<file path="config.mk">
export PLATFORM = sky130hd
export DESIGN_NAME = rtc_match_counter
export DESIGN_NICKNAME = d
export VERILOG_FILES = /design/src/rtl/rtc_pkg.sv /design/src/rtl/rtc_sync_edge.sv /design/src/rtl/rtc_counter.sv /design/src/rtl/rtc_regs.sv /design/src/rtl/rtc_match_counter.sv
export SDC_FILE = /design/constraint.sdc
export NUM_CORES = 1
export LEC_CHECK = 0
export BUFFER_PORTS_ARGS = -buffer_cell sky130_fd_sc_hd__buf_2
export CAP_MARGIN = 20
export CORE_MARGIN = 2
export CORE_UTILIZATION = 50
export DETAILED_ROUTE_END_ITERATION = 6
export PLACE_DENSITY = 0.73
export REMOVE_ABC_BUFFERS = 1
export SYNTH_ARGS = -nofsm -noshare
export SYNTH_HDL_FRONTEND = slang
export SYNTH_SLANG_ARGS = --single-unit
</file>
<file path="constraint.sdc">
create_clock -name clk_i -period 2.6 [get_ports clk_i]
set_input_delay 0.26 -clock clk_i [delete_from_list [all_inputs] [get_ports clk_i]]
set_output_delay 0.26 -clock clk_i [all_outputs]
set_load 0.005 [all_outputs]
</file>
<file path="src/rtl/rtc_pkg.sv">
package rtc_pkg;
  localparam int unsigned CNT_W  = 32;
  localparam int unsigned ADDR_W = 3;
  localparam int unsigned CFG_W  = 3;
  localparam logic [CFG_W-1:0] CFG_RTC = 3'd1;

  localparam logic [ADDR_W-1:0] A_CFG    = 3'd0;
  localparam logic [ADDR_W-1:0] A_CTRL   = 3'd1;
  localparam logic [ADDR_W-1:0] A_MATCH  = 3'd2;
  localparam logic [ADDR_W-1:0] A_MASK   = 3'd3;
  localparam logic [ADDR_W-1:0] A_STATUS = 3'd4;
  localparam logic [ADDR_W-1:0] A_CLEAR  = 3'd5;
  localparam logic [ADDR_W-1:0] A_COUNT  = 3'd6;

  typedef struct packed {
    logic rtc_en;
    logic run;
  } ctrl_t;
endpackage

</file>
<file path="src/rtl/rtc_sync_edge.sv">
module rtc_sync_edge #(
  parameter int unsigned STAGES = 2
) (
  input  logic clk_i,
  input  logic rst_ni,
  input  logic async_i,
  output logic rise_o
);
  logic [STAGES-1:0] sync_q;
  logic              prev_q;

  for (genvar i = 0; i < STAGES; i++) begin : g_stage
    if (i == 0) begin : g_first
      always_ff @(posedge clk_i or negedge rst_ni)
        if (!rst_ni) sync_q[0] <= 1'b0;
        else         sync_q[0] <= async_i;
    end else begin : g_next
      always_ff @(posedge clk_i or negedge rst_ni)
        if (!rst_ni) sync_q[i] <= 1'b0;
        else         sync_q[i] <= sync_q[i-1];
    end
  end

  always_ff @(posedge clk_i or negedge rst_ni)
    if (!rst_ni) prev_q <= 1'b0;
    else         prev_q <= sync_q[STAGES-1];

  assign rise_o = sync_q[STAGES-1] & ~prev_q;
endmodule

</file>
<file path="src/rtl/rtc_counter.sv">
module rtc_counter #(
  parameter int unsigned CNT_W = 32
) (
  input  logic             clk_i,
  input  logic             rst_ni,
  input  logic             count_en_i,
  input  logic             tick_i,
  input  logic [CNT_W-1:0] match_i,
  output logic [CNT_W-1:0] count_o,
  output logic             hit_o
);
  logic [CNT_W-1:0] count_q;
  logic             step;

  assign step  = count_en_i & tick_i;
  assign hit_o = step & (count_q == match_i);

  always_ff @(posedge clk_i or negedge rst_ni)
    if (!rst_ni)    count_q <= '0;
    else if (hit_o) count_q <= '0;
    else if (step)  count_q <= count_q + 1'b1;

  assign count_o = count_q;
endmodule

</file>
<file path="src/rtl/rtc_regs.sv">
module rtc_regs
  import rtc_pkg::*;
(
  input  logic              clk_i,
  input  logic              rst_ni,
  input  logic              wr_en_i,
  input  logic [ADDR_W-1:0] wr_addr_i,
  input  logic [CNT_W-1:0]  wr_data_i,
  input  logic [ADDR_W-1:0] rd_addr_i,
  input  logic              hit_i,
  input  logic [CNT_W-1:0]  count_i,
  output logic [CFG_W-1:0]  cfg_o,
  output ctrl_t             ctrl_o,
  output logic [CNT_W-1:0]  match_o,
  output logic              mask_o,
  output logic              status_o,
  output logic              irq_o,
  output logic [CNT_W-1:0]  rd_data_o
);
  logic [CFG_W-1:0] cfg_q;
  ctrl_t            ctrl_q;
  logic [CNT_W-1:0] match_q;
  logic             mask_q, status_q;
  logic             locked, clr_req;

  assign locked  = ctrl_q.run;
  assign clr_req = wr_en_i & (wr_addr_i == A_CLEAR) & wr_data_i[0];

  always_ff @(posedge clk_i or negedge rst_ni)
    if (!rst_ni) begin
      cfg_q   <= '0;
      ctrl_q  <= '0;
      match_q <= '0;
      mask_q  <= 1'b0;
    end else if (wr_en_i) begin
      case (wr_addr_i)
        A_CFG:   if (!locked) cfg_q <= wr_data_i[CFG_W-1:0];
        A_CTRL:  ctrl_q <= '{rtc_en: wr_data_i[1], run: wr_data_i[0]};
        A_MATCH: if (!locked) match_q <= wr_data_i;
        A_MASK:  mask_q <= wr_data_i[0];
        default: ;
      endcase
    end

  // set dominates clear
  always_ff @(posedge clk_i or negedge rst_ni)
    if (!rst_ni)      status_q <= 1'b0;
    else if (hit_i)   status_q <= 1'b1;
    else if (clr_req) status_q <= 1'b0;

  always_comb begin
    rd_data_o = '0;
    case (rd_addr_i)
      A_CFG:    rd_data_o[CFG_W-1:0] = cfg_q;
      A_CTRL:   rd_data_o[1:0] = {ctrl_q.rtc_en, ctrl_q.run};
      A_MATCH:  rd_data_o = match_q;
      A_MASK:   rd_data_o[0] = mask_q;
      A_STATUS: rd_data_o[0] = status_q;
      A_COUNT:  rd_data_o = count_i;
      default:  rd_data_o = '0;
    endcase
  end

  assign cfg_o    = cfg_q;
  assign ctrl_o   = ctrl_q;
  assign match_o  = match_q;
  assign mask_o   = mask_q;
  assign status_o = status_q;
  assign irq_o    = status_q & mask_q;
endmodule

</file>
<file path="src/rtl/rtc_match_counter.sv">
module rtc_match_counter
  import rtc_pkg::*;
#(
  parameter int unsigned SYNC_STAGES = 2
) (
  input  logic              clk_i,
  input  logic              rst_ni,
  input  logic              ref_clk_i,
  input  logic              wr_en_i,
  input  logic [ADDR_W-1:0] wr_addr_i,
  input  logic [CNT_W-1:0]  wr_data_i,
  input  logic [ADDR_W-1:0] rd_addr_i,
  output logic [CNT_W-1:0]  rd_data_o,
  output logic              irq_o
);
  logic             tick_w, hit_w, counting_w;
  logic [CNT_W-1:0] count_w, match_w;
  logic [CFG_W-1:0] cfg_w;
  ctrl_t            ctrl_w;
  logic             mask_w, status_w;

  rtc_sync_edge #(.STAGES(SYNC_STAGES)) u_sync (
    .clk_i(clk_i), .rst_ni(rst_ni), .async_i(ref_clk_i), .rise_o(tick_w)
  );

  assign counting_w = ctrl_w.run & ctrl_w.rtc_en & (cfg_w == CFG_RTC);

  rtc_counter #(.CNT_W(CNT_W)) u_cnt (
    .clk_i(clk_i), .rst_ni(rst_ni), .count_en_i(counting_w), .tick_i(tick_w),
    .match_i(match_w), .count_o(count_w), .hit_o(hit_w)
  );

  rtc_regs u_regs (
    .clk_i(clk_i), .rst_ni(rst_ni), .wr_en_i(wr_en_i), .wr_addr_i(wr_addr_i),
    .wr_data_i(wr_data_i), .rd_addr_i(rd_addr_i), .hit_i(hit_w), .count_i(count_w),
    .cfg_o(cfg_w), .ctrl_o(ctrl_w), .match_o(match_w), .mask_o(mask_w),
    .status_o(status_w), .irq_o(irq_o), .rd_data_o(rd_data_o)
  );
endmodule

</file>
==> reports/summary.txt, run 1 <==
Status = completed
Most instantiated cells after synthesis = dfrtp_1, xor2_1, mux2_2
DP HPWL = 6750 um
Setup TNS = 0 ns
Drc violations = 0
P&R area growth vs syn = 17.4%
PostCTS Resize Cnt = 0
Slew headroom = 54.0%
First-pass GRT wire length = 15800 um
Register area share after synthesis = 45.4%
Clock Tree Buf Depth = 2
Crit. End Element = register
Switching Share = 26.2%
Tmin final = 2.08 ns
GR Util All Layers = 23.1%
GRT overflow = 0
Psw = 0.000764 W
Num rows = 32
Worst path depth = 5
DRT met1 WL = 4180 um
Dominant synthesized flop cell = dfrtp_1
Buf/Inv on CP = 0
Pint = 0.00215 W
Cell taking the most area after synthesis = dfrtp_1
CTS sink count = 74
RSZ-0062 raised after global routing = no
Number of synthesized flops with an enable pin = 0
Critical path type = register to register
Top Ports = 75
Metal2 WL = 4640 um
Clk network pwr share = 36.0%
Die X = 94.3 um
Fin. max-slew vios = 0
Die area = 8890 um^2
Pin slew with the least headroom to its limit = 0.684 ns
R2R Setup Slk = 0.52 ns
Final setup violation count = 0
Peak Freq = 480 MHz
Cell count after synthesis = 387
Hold path depth = 2
Detail-routed via count per cell = 5.76
Maximum vdd drop = 354 uV
Fin. Hold Viols = 0
Critical Path Start = u_cnt.count_o[8]
Async S/R FF share, synth = 100%
Terminus of the critical flop-to-flop path = u_cnt.count_o[20]
Top-count cell post-synth = dfrtp_1
Power Density = 610 nW/um^2
CP required = 2.88 ns
Delay of the slowest critical-path stage = 0.54 ns
CP endpoint = u_cnt.count_o[20]
ANT cells = 0
Crit path top cell by count = and4_1
Hold crit path type = primary input to register
Synth top area cells = dfrtp_1, mux2_2, xor2_1
Final period utilization = 80.1%
CTS tree = done
Initial antenna violation count = 0
Reg2Reg Depth = 5
Nets = 502
Input/output buffers = 74
Worst skew pair latency = 0.35 ns
CP top delay family = simple AND/OR/NAND/NOR gates
Routed Antenna Nets = 0
Met3 routed WL = 431 um
Max Used Layer = met4
Synth Register Bits = 74
Inserted Clock Buffers = 9
H-Tree Depth = 3
DR WL/cell = 16.5 um
Die Y = 94.3 um
Core area = 7810 um^2
DRT Wirelength = 9370 um
Synth top area share = 45.4%
Synthesized area = 4080 um^2
Vias in the first global route = 3186
Yosys cell types = 38
Vias = 3259
Mean Syn Cell Area = 10.5 um^2
Post-layout util = 61.3%
Logic gate share of total power = 14.7%
Critical path cell sequence = and4_1, and4_1, nand3_1, or3_1, a21oi_1
Clock skew = 0.00402 ns
Final Wtd Congestion = 0.824
Crit-path slowest cell = dfrtp_1
Post-CTS setup buffer count = 0
CP Launch Type = register
LEAKAGE = 2.35 nW
Root buf cell = clkbuf_8
Reg2reg start = u_cnt.count_o[8]
Starting Density = 52.2%
Layout cells sized above 1 = 30.8%
Clock Pin Slew Worst Setup and Hold Paths = 0.08 ns
Largest net degree at the start of global routing = 31
Arrival time worst endpoint = 2.36 ns
Seq pwr share = 49.3%
CP max FO = 13
Syn. warnings = 0
First drt pass iteration count = 4
Max-cap violations = 0
Initial DRC count = 236
==> layer usage <==
metal	up-vias	global-route usage (%)
met1	1621	31.7
met4	0	6.40
met5	-	0
met3	11	5.30
met2	83	36.8
li1	1544	-
==> power groups by stage <==
stage,Sequential (W),Combinational (W),Clock [W]
final,0.00144,0.000430,0.00105
after global routing,0.00146,0.000480,0.00113
after CTS,0.00144,0.000436,0.00107
after detailed placement,0.00146,0.000431,0
after global placement,0.00145,0.000423,0
after floorplan,0.00142,0.000282,0
==> state kept, by name (all words and copies together), names as in the netlist <==
name and cells:
u_cnt.count_o 32, u_regs.match_o 32, u_regs.cfg_o 3, u_sync.sync_q 2, u_regs.ctrl_o 1, u_regs.locked 1
u_regs.mask_o 1, u_regs.status_o 1, u_sync.prev_q 1
==> metrics by stage <==
stage | hold slack [ns] | instance area (um^2) | std cells | total power, W | worst slack [ns]
floorplan | -0.0356 | 3930 | 359 | 0.00170 | 0.0789
global placement | 0.264 | 4530 | 548 | 0.00188 | 0.586
detailed placement | 0.272 | 4530 | 548 | 0.00189 | 0.563
CTS | 0.116 | 4780 | 566 | 0.00295 | 0.538
global route | 0.114 | 4780 | 566 | 0.00307 | 0.369
finish | 0.132 | 4780 | 566 | 0.00292 | 0.518
==> cell type report <==
class / instances / area (um^2)
fill: 680 / 3020
clock buffer: 12 / 165
clock inverter: 4 / 72.6
inverter: 2 / 7.51
sequential: 74 / 1850
multi-input combinational: 283 / 2070
timing repair buffer: 89 / 488
tap: 102 / 128
==> cells in the final DEF (no fill, tap or decap), types with 6 or more instances in the layout <==
master,instances
nor3_1,10
buf_2,74
xor2_1,47
clkbuf_8,12
nor4_1,11
nor2_1,33
and4_1,8
nand2_1,17
dfrtp_1,74
a22o_1,29
and3_1,10
mux2i_1,6
o21ai_0,14
nand3_1,18
mux2_2,37
nand4_1,15
buf_4,13
==> worst min path at each step <==
stage                              from                  to  slack, ns
after floorplan                  rst_ni    u_cnt.count_o[0]      -0.04
after global placement           rst_ni  u_regs.match_o[14]       0.26
after detailed placement         rst_ni  u_regs.match_o[13]       0.27
after CTS                  wr_data_i[6]   u_regs.match_o[6]       0.12
after global routing       wr_data_i[9]   u_regs.match_o[9]       0.11
final                     wr_data_i[27]  u_regs.match_o[27]       0.13
==> cells by family after synthesis <==
group | count (synthesis) | synth area share, %
buf+inv | 30 | 3.84
flops | 74 | 45.4
xor+xnor | 50 | 10.7
compound gates | 52 | 9.49
fa+ha+maj | 1 | 0.307
simple gates | 136 | 17.9
mux | 44 | 12.3
==> what timing repair did <==
item | 4_1_cts | 5_1_grt
hold endpoints to repair | 23 | 0
setup endpoints to repair | 0 | 0
hold buffers | 2 | 0
==> worst reg2reg max path: cells and delay by family (launching register included) <==
family,cells,cell delay (ns)
AOI/OAI and AO/OA,1,0.15
DFF,1,0.54
and+or+nand+nor,4,1.32
Power figures use the tool's default switching activity.
==> inputs of run 2 (changes only) <==
--- a/config.mk
+++ b/config.mk
@@ -5,12 +5,13 @@
 export SDC_FILE = /design/constraint.sdc
 export NUM_CORES = 1
 export LEC_CHECK = 0
+export ABC_AREA = 1
 export BUFFER_PORTS_ARGS = -buffer_cell sky130_fd_sc_hd__buf_2
 export CAP_MARGIN = 20
 export CORE_MARGIN = 2
 export CORE_UTILIZATION = 50
 export DETAILED_ROUTE_END_ITERATION = 6
-export PLACE_DENSITY = 0.73
+export PLACE_DENSITY = 0.74
 export REMOVE_ABC_BUFFERS = 1
 export SYNTH_ARGS = -nofsm -noshare
 export SYNTH_HDL_FRONTEND = slang
==> constraint.sdc (replaced) <==
create_clock -name clk_i -period 1.9 [get_ports clk_i]
set_input_delay 0.19 -clock clk_i [delete_from_list [all_inputs] [get_ports clk_i]]
set_output_delay 0.19 -clock clk_i [all_outputs]
set_load 0.005 [all_outputs]
==> reports/summary.txt, run 2 <==
CTS tree = done
Cell taking the most area after synthesis = dfrtp_1
Switching Share = 32.4% (+6.3 points)
Hold path depth = 2 (unchanged)
HP Start = wr_data_i[3]
Core area = 9820 um^2 (+26%)
GR Util All Layers = 29.6% (+6.5 points)
Root buf cell = clkbuf_8
Initial DRC count = 280 (+19%)
CP max FO = 4 (-9)
Crit. End Element = primary output
Syn. warnings = 0 (unchanged)
Die X = 105 um (+11%)
Status = completed
Num rows = 36 (+13%)
Die area = 11000 um^2 (+23%)
Yosys cell types = 39 (+2.6%)
Dominant synthesized flop cell = dfrtp_1
Area after DPL = 5730 um^2 (+27%)
Synth Register Bits = 74 (unchanged)
First drt pass iteration count = 5 (+1)
Most common cell after layout, fill and taps aside = nand2_1
Async S/R FF share, synth = 100% (unchanged)
Layout cells sized above 1 = 22.2% (-8.6 points)
Arrival time worst endpoint = 1.60 ns (-0.76 ns)
XOR/XNOR share of the synthesized area = 5.47% (-5.3 points)
Synth top area cells = dfrtp_1, nand2_1, nor2_1
Critical Path Start = u_cnt.count_o[0]
Critical path type = register to primary output
CP Launch Type = register
Routed Antenna Nets = 0 (unchanged)
Final Wtd Congestion = 1.09 (+32%)
First-pass GRT wire length = 25200 um (+60%)
Dominant combinational cell family by area after synthesis = simple AND/OR/NAND/NOR gates
Synth Area in Simple Gates = 36.1% (+18 points)
Reg2reg start = u_cnt.count_o[1]
CTS sink count = 74 (unchanged)
Seq pwr share = 47.6% (-1.7 points)
Cell count after synthesis = 730 (+89%)
Pint = 0.00270 W (+25%)
Top-count cell post-synth = nand2_1
Drc violations = 0 (unchanged)
GRT overflow = 0 (unchanged)
Number of synthesized flops with an enable pin = 0 (unchanged)
Starting Density = 51.7% (-0.49 points)
Fraction of the mapped netlist area in adder cells = 0.246% (-0.061 points)
Max-cap violations = 0 (unchanged)
Logic gate share of total power = 20.6% (+5.9 points)
Final setup violation count = 0 (unchanged)
CP required = 1.71 ns (-1.17 ns)
Inserted Clock Buffers = 9 (unchanged)
Maximum vdd drop = 503 uV (+42%)
Peak Freq = 559 MHz
Final Cell Area = 5960 um^2 (+24%)
Vias in the first global route = 5011 (+57%)
Tmin final = 1.79 ns
Fin. max-slew vios = 0 (unchanged)
RSZ-0062 raised after global routing = no
Synth Area in Compound Gates = 9.81% (+0.32 points)
Clock skew = 0.0110 ns (+0.00698 ns)
Most instantiated cells after synthesis = nand2_1, nor2_1, inv_1
Mux cell area share after synthesis = 1.55% (-11 points)
Vias = 5038 (+55%)
Top Ports = 75 (unchanged)
Clk network pwr share = 31.7% (-4.3 points)
Die Y = 105 um (+11%)
Nets = 866 (+73%)
Slew headroom = 67.1% (+13 points)
Synthesized area = 5080 um^2 (+25%)
Power Density = 671 nW/um^2 (+10%)
Pin slew with the least headroom to its limit = 0.493 ns (-0.191 ns)
LEAKAGE = 3.06 nW (+30%)
Detail-routed via count per cell = 5.24 (-9.0%)
Fin. Hold Viols = 0 (unchanged)
DRT Wirelength = 15000 um (+61%)
Synth top area share = 36.5% (-9.0 points)
P&R area growth vs syn = 17.3% (about the same)
H-Tree Depth = 3 (unchanged)
Filler cell count = 1009 (+48%)
Final period utilization = 94.2%
Mean Syn Cell Area = 6.96 um^2 (-34%)
Commonest cells after routing, fill and taps aside = nand2_1, nor2_1, inv_1
Initial antenna violation count = 0 (unchanged)
Psw = 0.00130 W (+70%)
Register area share after synthesis = 36.5% (-9.0 points)
Worst skew pair latency = 0.39 ns (+0.04 ns)
Post-CTS setup buffer count = 0 (unchanged)
DR WL/cell = 15.7 um (-5.4%)
Hold crit path type = primary input to register
ANT cells = 0 (unchanged)
Clock Pin Slew Worst Setup and Hold Paths = 0.08 ns (about the same)
Largest net degree at the start of global routing = 58 (+87%)
Reg2Reg Depth = 11 (+6)
Clock Tree Buf Depth = 2 (unchanged)
DP HPWL = 11900 um (+76%)
Hold_ws = 0.0321 ns (-0.100 ns)
Input/output buffers = 74 (unchanged)
## run 2: path summary, 6_finish.rpt
check / end / slack (ns)
worst max register to register: u_cnt.count_o[22] / 0.13
worst min register to register: u_sync.sync_q[1] / 0.35
max in group asynchronous: u_cnt.count_o[26] / 1.00
worst max-delay path: rd_data_o[0] / 0.11
worst min-delay path: u_regs.match_o[3] / 0.03
min in group asynchronous: u_regs.match_o[19] / 0.30
## run 2: per-layer routing
layer	share of wire [%]	routed length (um)	GRT usage (%)	vias up
li1	-	-	-	2481
met1	45	6720	39.7	2337
met2	45	6820	46.7	189
met3	7.1	1070	6.74	31
met4	2.9	437	11.0	0
met5	0	0	0	-
## run 2: cell families (layout without fill, tap and decap cells)
kind of cell / Yosys count / after routing
multiplexers: 7 / 7
AO/OA/AOI/OAI: 91 / 91
adder cells (fa/ha/maj): 1 / 1
AND/OR/NAND/NOR: 402 / 402
flip-flops: 74 / 74
buffers and inverters: 125 / 223
XOR/XNOR: 30 / 30
## run 2: critical path, stage by stage, from the launching register on
cell and delay (ns):
dfrtp_1 0.42, inv_1 0.16, o21ai_0 0.11, a221oi_1 0.25, nand3_1 0.13, buf_2 0.15
## run 2: through the flow
step / total power, W / util (%) / TNS [ns] / worst slack [ns] / instances
floorplan: 0.00241 / - / -6.36 / -0.357 / 707
global placement: 0.00273 / 58.4 / 0 / 0.104 / 943
detailed placement: 0.00275 / 58.4 / 0 / 0.0454 / 943
CTS: 0.00403 / 60.6 / 0 / 0.0403 / 961
global route: 0.00424 / 60.7 / 0 / 0.00679 / 961
finish: 0.00400 / 60.7 / 0 / 0.111 / 961
## run 2: area by class of cell
class                           instances  area (um^2)  share of cell area [%]
Clock buffer                           10          128                    2.14
Clock inverter                          6         67.6                    1.13
Inverter                              102          383                    6.43
Multi-Input combinational cell        531         2710                    45.5
Sequential cell                        74         1850                    31.1
Tap cell                              133          166                    2.79
Timing Repair Buffer                  105          648                    10.9
## run 2: power groups by stage
| stage | Clock [W] | Sequential [W] | Combinational, W |
|---|---|---|---|
| after floorplan | 0 | 0.00189 | 0.000519 |
| after global placement | 0 | 0.00193 | 0.000801 |
| after detailed placement | 0 | 0.00193 | 0.000817 |
| after CTS | 0.00130 | 0.00190 | 0.000825 |
| after global routing | 0.00138 | 0.00193 | 0.000935 |
| final | 0.00127 | 0.00190 | 0.000825 |
## run 2: what timing repair did
action	in CTS	in global routing
hold endpoints to repair	36	0
setup endpoints to repair	0	6
resized for setup	0	3
hold buffers	2	0
